### src/rtl/hostbus_frontend.sv
module hostbus_frontend #(
  parameter int DW = 8,
  parameter int STAT_BIT = 6,
  parameter int SYNC_STAGES = 2,
  parameter logic [DW-1:0] CMD_WAKE = 8'h40,
  parameter logic [DW-1:0] CMD_SLEEP = 8'h53
) (
  input  logic          clk,
  input  logic          rst_n,
  input  logic          bus_mode,
  input  logic          cs_n,
  input  logic          a0,
  input  logic          rd_e,
  input  logic          wr_rw,
  input  logic [DW-1:0] data_in,
  output logic [DW-1:0] data_out,
  output logic          data_oe,
  input  logic          retrace,
  input  logic          sleep_mode,
  input  logic [DW-1:0] rd_data,
  output logic          txn_valid,
  output logic [1:0]    txn_kind,
  output logic [DW-1:0] txn_data
);
  localparam int BW = DW + 4;
  localparam int LAST = SYNC_STAGES - 1;
  localparam logic [BW-1:0] IDLE = {1'b1, 1'b0, 1'b1, 1'b1, {DW{1'b0}}};

  logic [BW-1:0] sync_q [SYNC_STAGES];
  logic [BW-1:0] prev_q;

  always_ff @(posedge clk or negedge rst_n) begin
    if (!rst_n) begin
      for (int i = 0; i < SYNC_STAGES; i++) sync_q[i] <= IDLE;
      prev_q <= IDLE;
    end else begin
      sync_q[0] <= {cs_n, a0, rd_e, wr_rw, data_in};
      for (int i = 1; i < SYNC_STAGES; i++) sync_q[i] <= sync_q[i-1];
      prev_q <= sync_q[LAST];
    end
  end

  logic          old_cs_n, old_a0, old_rd, old_wr, cur_rd, cur_wr;
  logic [DW-1:0] old_data;
  assign {old_cs_n, old_a0, old_rd, old_wr, old_data} = prev_q;
  assign cur_rd = sync_q[LAST][DW+1];
  assign cur_wr = sync_q[LAST][DW];

  logic acc_end, acc_read;
  always_comb begin
    if (!bus_mode) begin
      acc_read = old_wr;
      acc_end  = !old_cs_n && ((!old_rd && cur_rd && old_wr) ||
                               (!old_wr && cur_wr && old_rd));
    end else begin
      acc_read = old_wr;
      acc_end  = !old_cs_n && old_rd && !cur_rd;
    end
  end

  logic [1:0] kind_d;
  logic       cmd_blocked;
  assign kind_d = {!acc_read, old_a0};
  assign cmd_blocked = sleep_mode && (kind_d == 2'd3) &&
                       (old_data != CMD_WAKE) && (old_data != CMD_SLEEP);

  always_ff @(posedge clk or negedge rst_n) begin
    if (!rst_n) begin
      txn_valid <= 1'b0;
      txn_kind  <= 2'd0;
      txn_data  <= '0;
    end else begin
      txn_valid <= acc_end && !cmd_blocked;
      if (acc_end) begin
        txn_kind <= kind_d;
        txn_data <= old_data;
      end
    end
  end

  logic [DW-1:0] status_byte;
  always_comb begin
    status_byte = '0;
    status_byte[STAT_BIT] = retrace;
  end

  assign data_oe  = !cs_n && (bus_mode ? (rd_e && wr_rw) : (!rd_e && wr_rw));
  assign data_out = !data_oe ? '0 : (a0 ? rd_data : status_byte);
endmodule

### config.mk
export PLATFORM = sky130hd
export DESIGN_NAME = hostbus_frontend
export DESIGN_NICKNAME = d
export VERILOG_FILES = /design/src/rtl/hostbus_frontend.sv
export SDC_FILE = /design/constraint.sdc
export NUM_CORES = 1
export LEC_CHECK = 0
export ABC_AREA = 1
export ABC_CLOCK_PERIOD_IN_PS = 1200
export BUFFER_PORTS_ARGS = -buffer_cell sky130_fd_sc_hd__buf_2
export CORE_ASPECT_RATIO = 0.75
export CORE_UTILIZATION = 50
export DETAILED_ROUTE_END_ITERATION = 7
export GPL_ROUTABILITY_DRIVEN = 0
export PLACE_DENSITY = 0.77
export SLEW_MARGIN = 20
export SYNTH_ARGS = -nofsm -noshare
export SYNTH_HDL_FRONTEND = slang
export SYNTH_SLANG_ARGS = --single-unit
### constraint.sdc
create_clock -name clk -period 1.2 [get_ports clk]
set_input_delay 0.06 -clock clk [delete_from_list [all_inputs] [get_ports clk]]
set_output_delay 0.06 -clock clk [all_outputs]
set_load 0.005 [all_outputs]
==> flow_summary.ini, run 1 <==
[worst_setup_path]
crit_path_start_kind = register
crit_path_end_kind = register
cp.arrival_ns = 1.36
crit_fanout = 5
crit_type = register to register
cp.required_ns = 1.38

[clocking]
numCtsBuffers = 5
cts.sinks = 47
htreeDepth = 2
clk_pin_slew_worst_paths_ns = 0.08
cts-root-buf = clkbuf_8
cts_buffer_depth = 2
cts_tree = built
clock_latency_ns = 0.29

[drt]
drc = 0
drtIter0Drc = 32
wl_per_cell_microns = 12.1
via_per_inst = 4.76
drtPass1Iterations = 4
drtAntennaViolNets = 0
drt-total-wl_mm = 2.86
vias = 1124

[place]
io_buffers = 44
hpwl_mm = 1.87
post-place-cells = 212

[sta]
fmaxAchievable_mhz = 850
finalCritPeriodShare_pct = 98.0
hold_viol_final = 0
tightest_slew_ns = 0.384
finalMaxSlewViolations = 0
slew_headroom_pct = 74.4
setup_viol = 0
fin_crit_ns = 1.18
finClkSkew_ns = 0.00519
rsz0062_at_grt = true

[logic_synthesis]
async_flop_share_pct = 100
synth_edf_count = 0
synthesis.area_sq_um = 1640
synthTopCellsByArea = dfrtp_1 (58%), dfstp_2 (14%), nand2_1 (6.4%), nand2_2 (4.2%), nand4_1 (3.8%)
synth_top_cell_area_share_pct = 57.9
synth_common_cells = dfrtp_1 (38), nand2_1 (28), nand2_2 (11)
yosysUniqueCellTypes = 20
avgSynthCellArea_sq_um = 12.5
synth_flop_cell = dfrtp_1
yosysMostFrequentCell = dfrtp_1
ys_ff_latch = 47
yosys.area.top_type = dfrtp_1
synth_warnings = 0
synth_nets = 156
synthCells = 131
yosysSeqAreaShare_pct = 72.3

[floorplanning]
start_util_pct = 54.0
rows = 17
io_pins = 45
coreArea_sq_um = 3040
die_area_sq_um = 3520
die_w_microns = 68.2
die_h_microns = 51.6

[grt]
grt_start_max_net_pins = 33
met2_usage_pct = 31.2
antenna_found_initial = 0
grtUsageMet1_pct = 21.4
grt_pass1_wl_mm = 4.44
grt_pass1_vias = 1050
gr-total-overflow = 0
grt_use_met3_pct = 4.82
grt-busiest-layer = met2
track_usage_pct = 18.1

[pwr]
ir_drop_mv = 1.03
power.total_mw = 3.29
p_leak_nw = 1.11
power_density_nw_per_um2 = 1480

[job]
drv_cap = 0

[layout]
diodes = 0
fin_nets = 222
drive_gt1_share_pct = 48.5
final_cells = 236
area_growth_pct = 35.2
fill_cells = 201

[hold_path]
holdCritPathClass = primary input to register

[outcome]
status = complete, no violations
==> placed cells by master, fill, tap and decap left out, drive strengths merged, types with 2 or more instances in the layout <==
| cell | synthesis | final |
|---|---|---|
| nand2 | 39 | 39 |
| nand4 | 10 | 10 |
| inv | 9 | 10 |
| nor2 | 12 | 12 |
| dfrtp | 38 | 38 |
| nand3 | 3 | 4 |
| dfstp | 9 | 9 |
| a21oi | 3 | 3 |
| clkbuf | 1 | 5 |
| dlygate4sd3 | 0 | 13 |
| or2 | 2 | 2 |
| buf | 4 | 50 |
==> sequential cells by signal, summed over array words and instances, names as in the netlist <==
| signal | cells |
|---|---|
| cur_rd | 1 |
| cur_wr | 1 |
| txn_valid | 1 |
| prev_q | 12 |
| txn_kind | 2 |
| txn_data | 8 |
| sync_q | 22 |
==> repair_timing <==
| item | in CTS | in global routing |
|---|---|---|
| pin swaps | 0 | 4 |
| hold buffers | 13 | 0 |
| cloned | 0 | 2 |
| gates resized for setup | 2 | 8 |
| buffers inserted | 0 | 1 |
| hold endpoints to repair | 27 | 0 |
| setup endpoints to repair | 11 | 17 |
==> cells by family (layout without fill, tap and decap cells) <==
kind of cell,after synthesis,in the layout,synth area share (%)
AOI/OAI and AO/OA,3,3,1.60
DFF,47,47,72.3
and+or+nand+nor,67,68,21.9
buffers and inverters,14,80,4.19
==> critical path: stages (launching register included) <==
cell and delay, ns:
dfstp_2 0.54, inv_2 0.04, nand2_2 0.08, nand3_4 0.11, buf_6 0.15, nand4_1 0.08, nand2_1 0.06
==> power breakdown <==
group | internal [mW] | switching, mW
Sequential | 1.72 | 0.0673
Clock | 0.627 | 0.499
Combinational | 0.189 | 0.192
Total | 2.54 | 0.758
==> final cells by class <==
type | instances | area, sq um | share of cell area, %
flip-flops and latches | 47 | 1190 | 53.5
inverters | 9 | 33.8 | 1.52
repair buffers | 63 | 425 | 19.2
well taps | 38 | 47.5 | 2.14
multi-input cells | 71 | 410 | 18.5
clock inverters | 3 | 46.3 | 2.09
clock buffers | 5 | 68.8 | 3.10
==> per-layer routing <==
layer	wire (microns)	share of wire (%)
met5	0	0
met4	30	1.0
met3	197	6.9
met2	1410	49
met1	1220	43
==> metrics by stage <==
step,cell area (sq um),utilization [%],hold slack (ns),TNS [ns],setup WS (ns)
finish,2220,73.0,0.130,0,0.0239
global route,2220,73.0,0.130,-0.188,-0.0438
CTS,2170,71.5,0.103,0,0.0177
detailed placement,1920,63.0,-0.00249,-0.649,-0.0890
global placement,1920,63.0,-0.0134,-0.0630,-0.0175
floorplan,1640,-,-0.236,0,0.127
==> final timing paths <==
path | end | slack (ns) | from | cells after the start
hold reg to reg | prev_q[2] | 0.35 | sync_q[2] | 0
max in group asynchronous | sync_q[20] | 0.43 | rst_n | 3
hold / removal | txn_valid | 0.13 | sleep_mode | 3
min in group asynchronous | txn_data[5] | 0.21 | rst_n | 2
setup / recovery | txn_data[7] | 0.02 | prev_q[8] | 6
setup reg to reg | txn_data[7] | 0.02 | prev_q[8] | 6
No activity file was read; power rests on OpenSTA's default activity.
==> run 2: changes to the inputs <==
Settings changed: ABC_CLOCK_PERIOD_IN_PS 1200 to 1100, CTS_BUF_LIST set to sky130_fd_sc_hd__clkbuf_16.
Clock period 1.2 ns to 1.1 ns, I/O delays scaled along.
==> flow_summary.ini, run 2 (synthesis results as in run 1) <==
[floorplanning]
start_util_pct = 54.0
die_h_microns = 51.6
die_w_microns = 68.2
die_area_sq_um = 3520
coreArea_sq_um = 3040
io_pins = 45
rows = 17

[clocking]
numCtsBuffers = 5
cts.sinks = 47
clock_latency_ns = 0.28
cts_tree = built
cts-root-buf = clkbuf_16
cts_buffer_depth = 2
htreeDepth = 2
clk_pin_slew_worst_paths_ns = 0.06

[layout]
diodes = 0
area_growth_pct = 41.2
fin_nets = 224
drive_gt1_share_pct = 50.5
largest_reg_flops = 22
final_cells = 238
largest_registers = sync_q (22), prev_q (12), txn_data (8)
final_cell_mix = buf_2 (44), dfrtp_1 (38), nand2_1 (25), nand2_2 (13), dlygate4sd3_1 (13)
final_common_cell = buf_2
largest-register = sync_q

[drt]
vias = 1153
wl_per_cell_microns = 13.2
drtIter0Drc = 101
drtAntennaViolNets = 0
drc = 0
drtPass1Iterations = 4
via_per_inst = 4.84
drt-total-wl_mm = 3.15

[worst_setup_path]
crit_type = register to register
reg2reg_to = txn_kind[1]
crit_fanout = 5
cp_slowest_cell = dfstp_2
r2r_cells = 6
crit_path_end_kind = register
cp_top_family = flip-flops
worstPathBufferInverterCount = 1
path_cells = nand2_2 -> nand2_4 -> nand3_4 -> clkbuf_16 -> nand2_2 -> nand2_1
cp.arrival_ns = 1.41
crit_top_cell = nand2_2
rrSetupSlack_ns = -0.13
crit_path_start_kind = register
cp.required_ns = 1.28
r2r_start = cur_rd
cpPeakStageDelay_ns = 0.58

[sta]
rsz0062_at_grt = true
fin_ws_ns = -0.131
finalMaxSlewViolations = 0
fmaxAchievable_mhz = 812
finalCritPeriodShare_pct = 112
setup_viol = 11
finClkSkew_ns = 0.00493
slew_headroom_pct = 84.3
tightest_slew_ns = 0.235
fin_setup_tns_ns = -1.25
hold_viol_final = 0
fin_crit_ns = 1.23

[grt]
grt-busiest-layer = met2
met2_usage_pct = 32.0
track_usage_pct = 19.8
antenna_found_initial = 0
grt_start_max_net_pins = 48
grt_pass1_vias = 1085
gr-total-overflow = 0
grt_use_met3_pct = 5.92
grtUsageMet1_pct = 23.8
grt_pass1_wl_mm = 4.78

[hold_path]
min_path_cells = 3
hold_end = txn_valid
holdCritPathClass = primary input to register
min_from = sleep_mode

[outcome]
failed_checks = setup timing
status = finished, violations left

[place]
post-place-cells = 214
hpwl_mm = 1.87
io_buffers = 44
place_ws_ns = -0.0649

[pwr]
internal-power_mw = 3.18
p_sw_mw = 0.915
ir_drop_mv = 1.39
seqPwrFrac_pct = 47.8
power_density_nw_per_um2 = 1770
combPwrFrac_pct = 10.8
clockPowerShare_pct = 41.4
swShare_pct = 22.3
p_leak_nw = 1.16

[job]
drv_cap = 0
run 2: timing repair:
| item | CTS | global route |
|---|---|---|
| endpoints found under the setup margin | 11 | 11 |
| cloned | 0 | 2 |
| buffers inserted | 0 | 1 |
| gates resized for setup | 3 | 6 |
| pin swaps | 0 | 1 |
| endpoints found under the hold margin | 59 | 0 |
| hold buffers | 13 | 0 |
run 2: how the worst max path moves through the flow:
stage / startpoint / to / slack (ns) / cells past startpoint
finish: cur_rd / txn_kind[1] / -0.13 / 6
CTS: cur_rd / txn_data[6] / -0.06 / 6
global route: cur_rd / txn_data[5] / -0.17 / 6
global placement: cur_rd / txn_data[7] / -0.006 / 6
floorplan: prev_q[8] / txn_data[5] / 0.03 / 6
detailed placement: cur_rd / txn_data[6] / -0.06 / 6
run 2: cell type report:
cell class	instances	area, sq um
clock inverter	3	46.3
clock buffer	5	125
multi-input combinational	70	413
fill	190	724
sequential	47	1190
inverter	9	33.8
timing repair buffer	66	464
tap	38	47.5
run 2: worst min-delay path, cell delays in order:
cell,delay [ns]
buf_2,0.08
and3_2,0.18
a21oi_2,0.05
run 2: power groups by stage:
| stage | combinational, mW | sequential, mW | clock (mW) |
|---|---|---|---|
| global placement | 0.352 | 1.97 | 0 |
| detailed placement | 0.372 | 1.98 | 0 |
| CTS | 0.410 | 1.95 | 1.72 |
| finish | 0.441 | 1.96 | 1.70 |
| floorplan | 0.163 | 1.98 | 0 |
| global route | 0.494 | 1.97 | 1.80 |
run 2: per-stage QoR:
| step | cell area, sq um | power, mW | utilization, % | hold slack [ns] |
|---|---|---|---|---|
| 2_1_floorplan | 1640 | 2.14 | - | -0.241 |
| 3_3_place_gp | 1940 | 2.33 | 63.9 | 0.0441 |
| 3_5_place_dp | 1940 | 2.35 | 63.9 | 0.0503 |
| 4_1_cts | 2250 | 4.08 | 74.0 | 0.118 |
| 5_1_grt | 2320 | 4.26 | 76.2 | 0.125 |
| 6_report | 2320 | 4.10 | 76.2 | 0.122 |
run 2: metal layers:
metal  wire [microns]  up-vias
met2             1510       61
met1             1310      537
met5                0        -
li1                 -      548
met4               82        0
met3              239        7
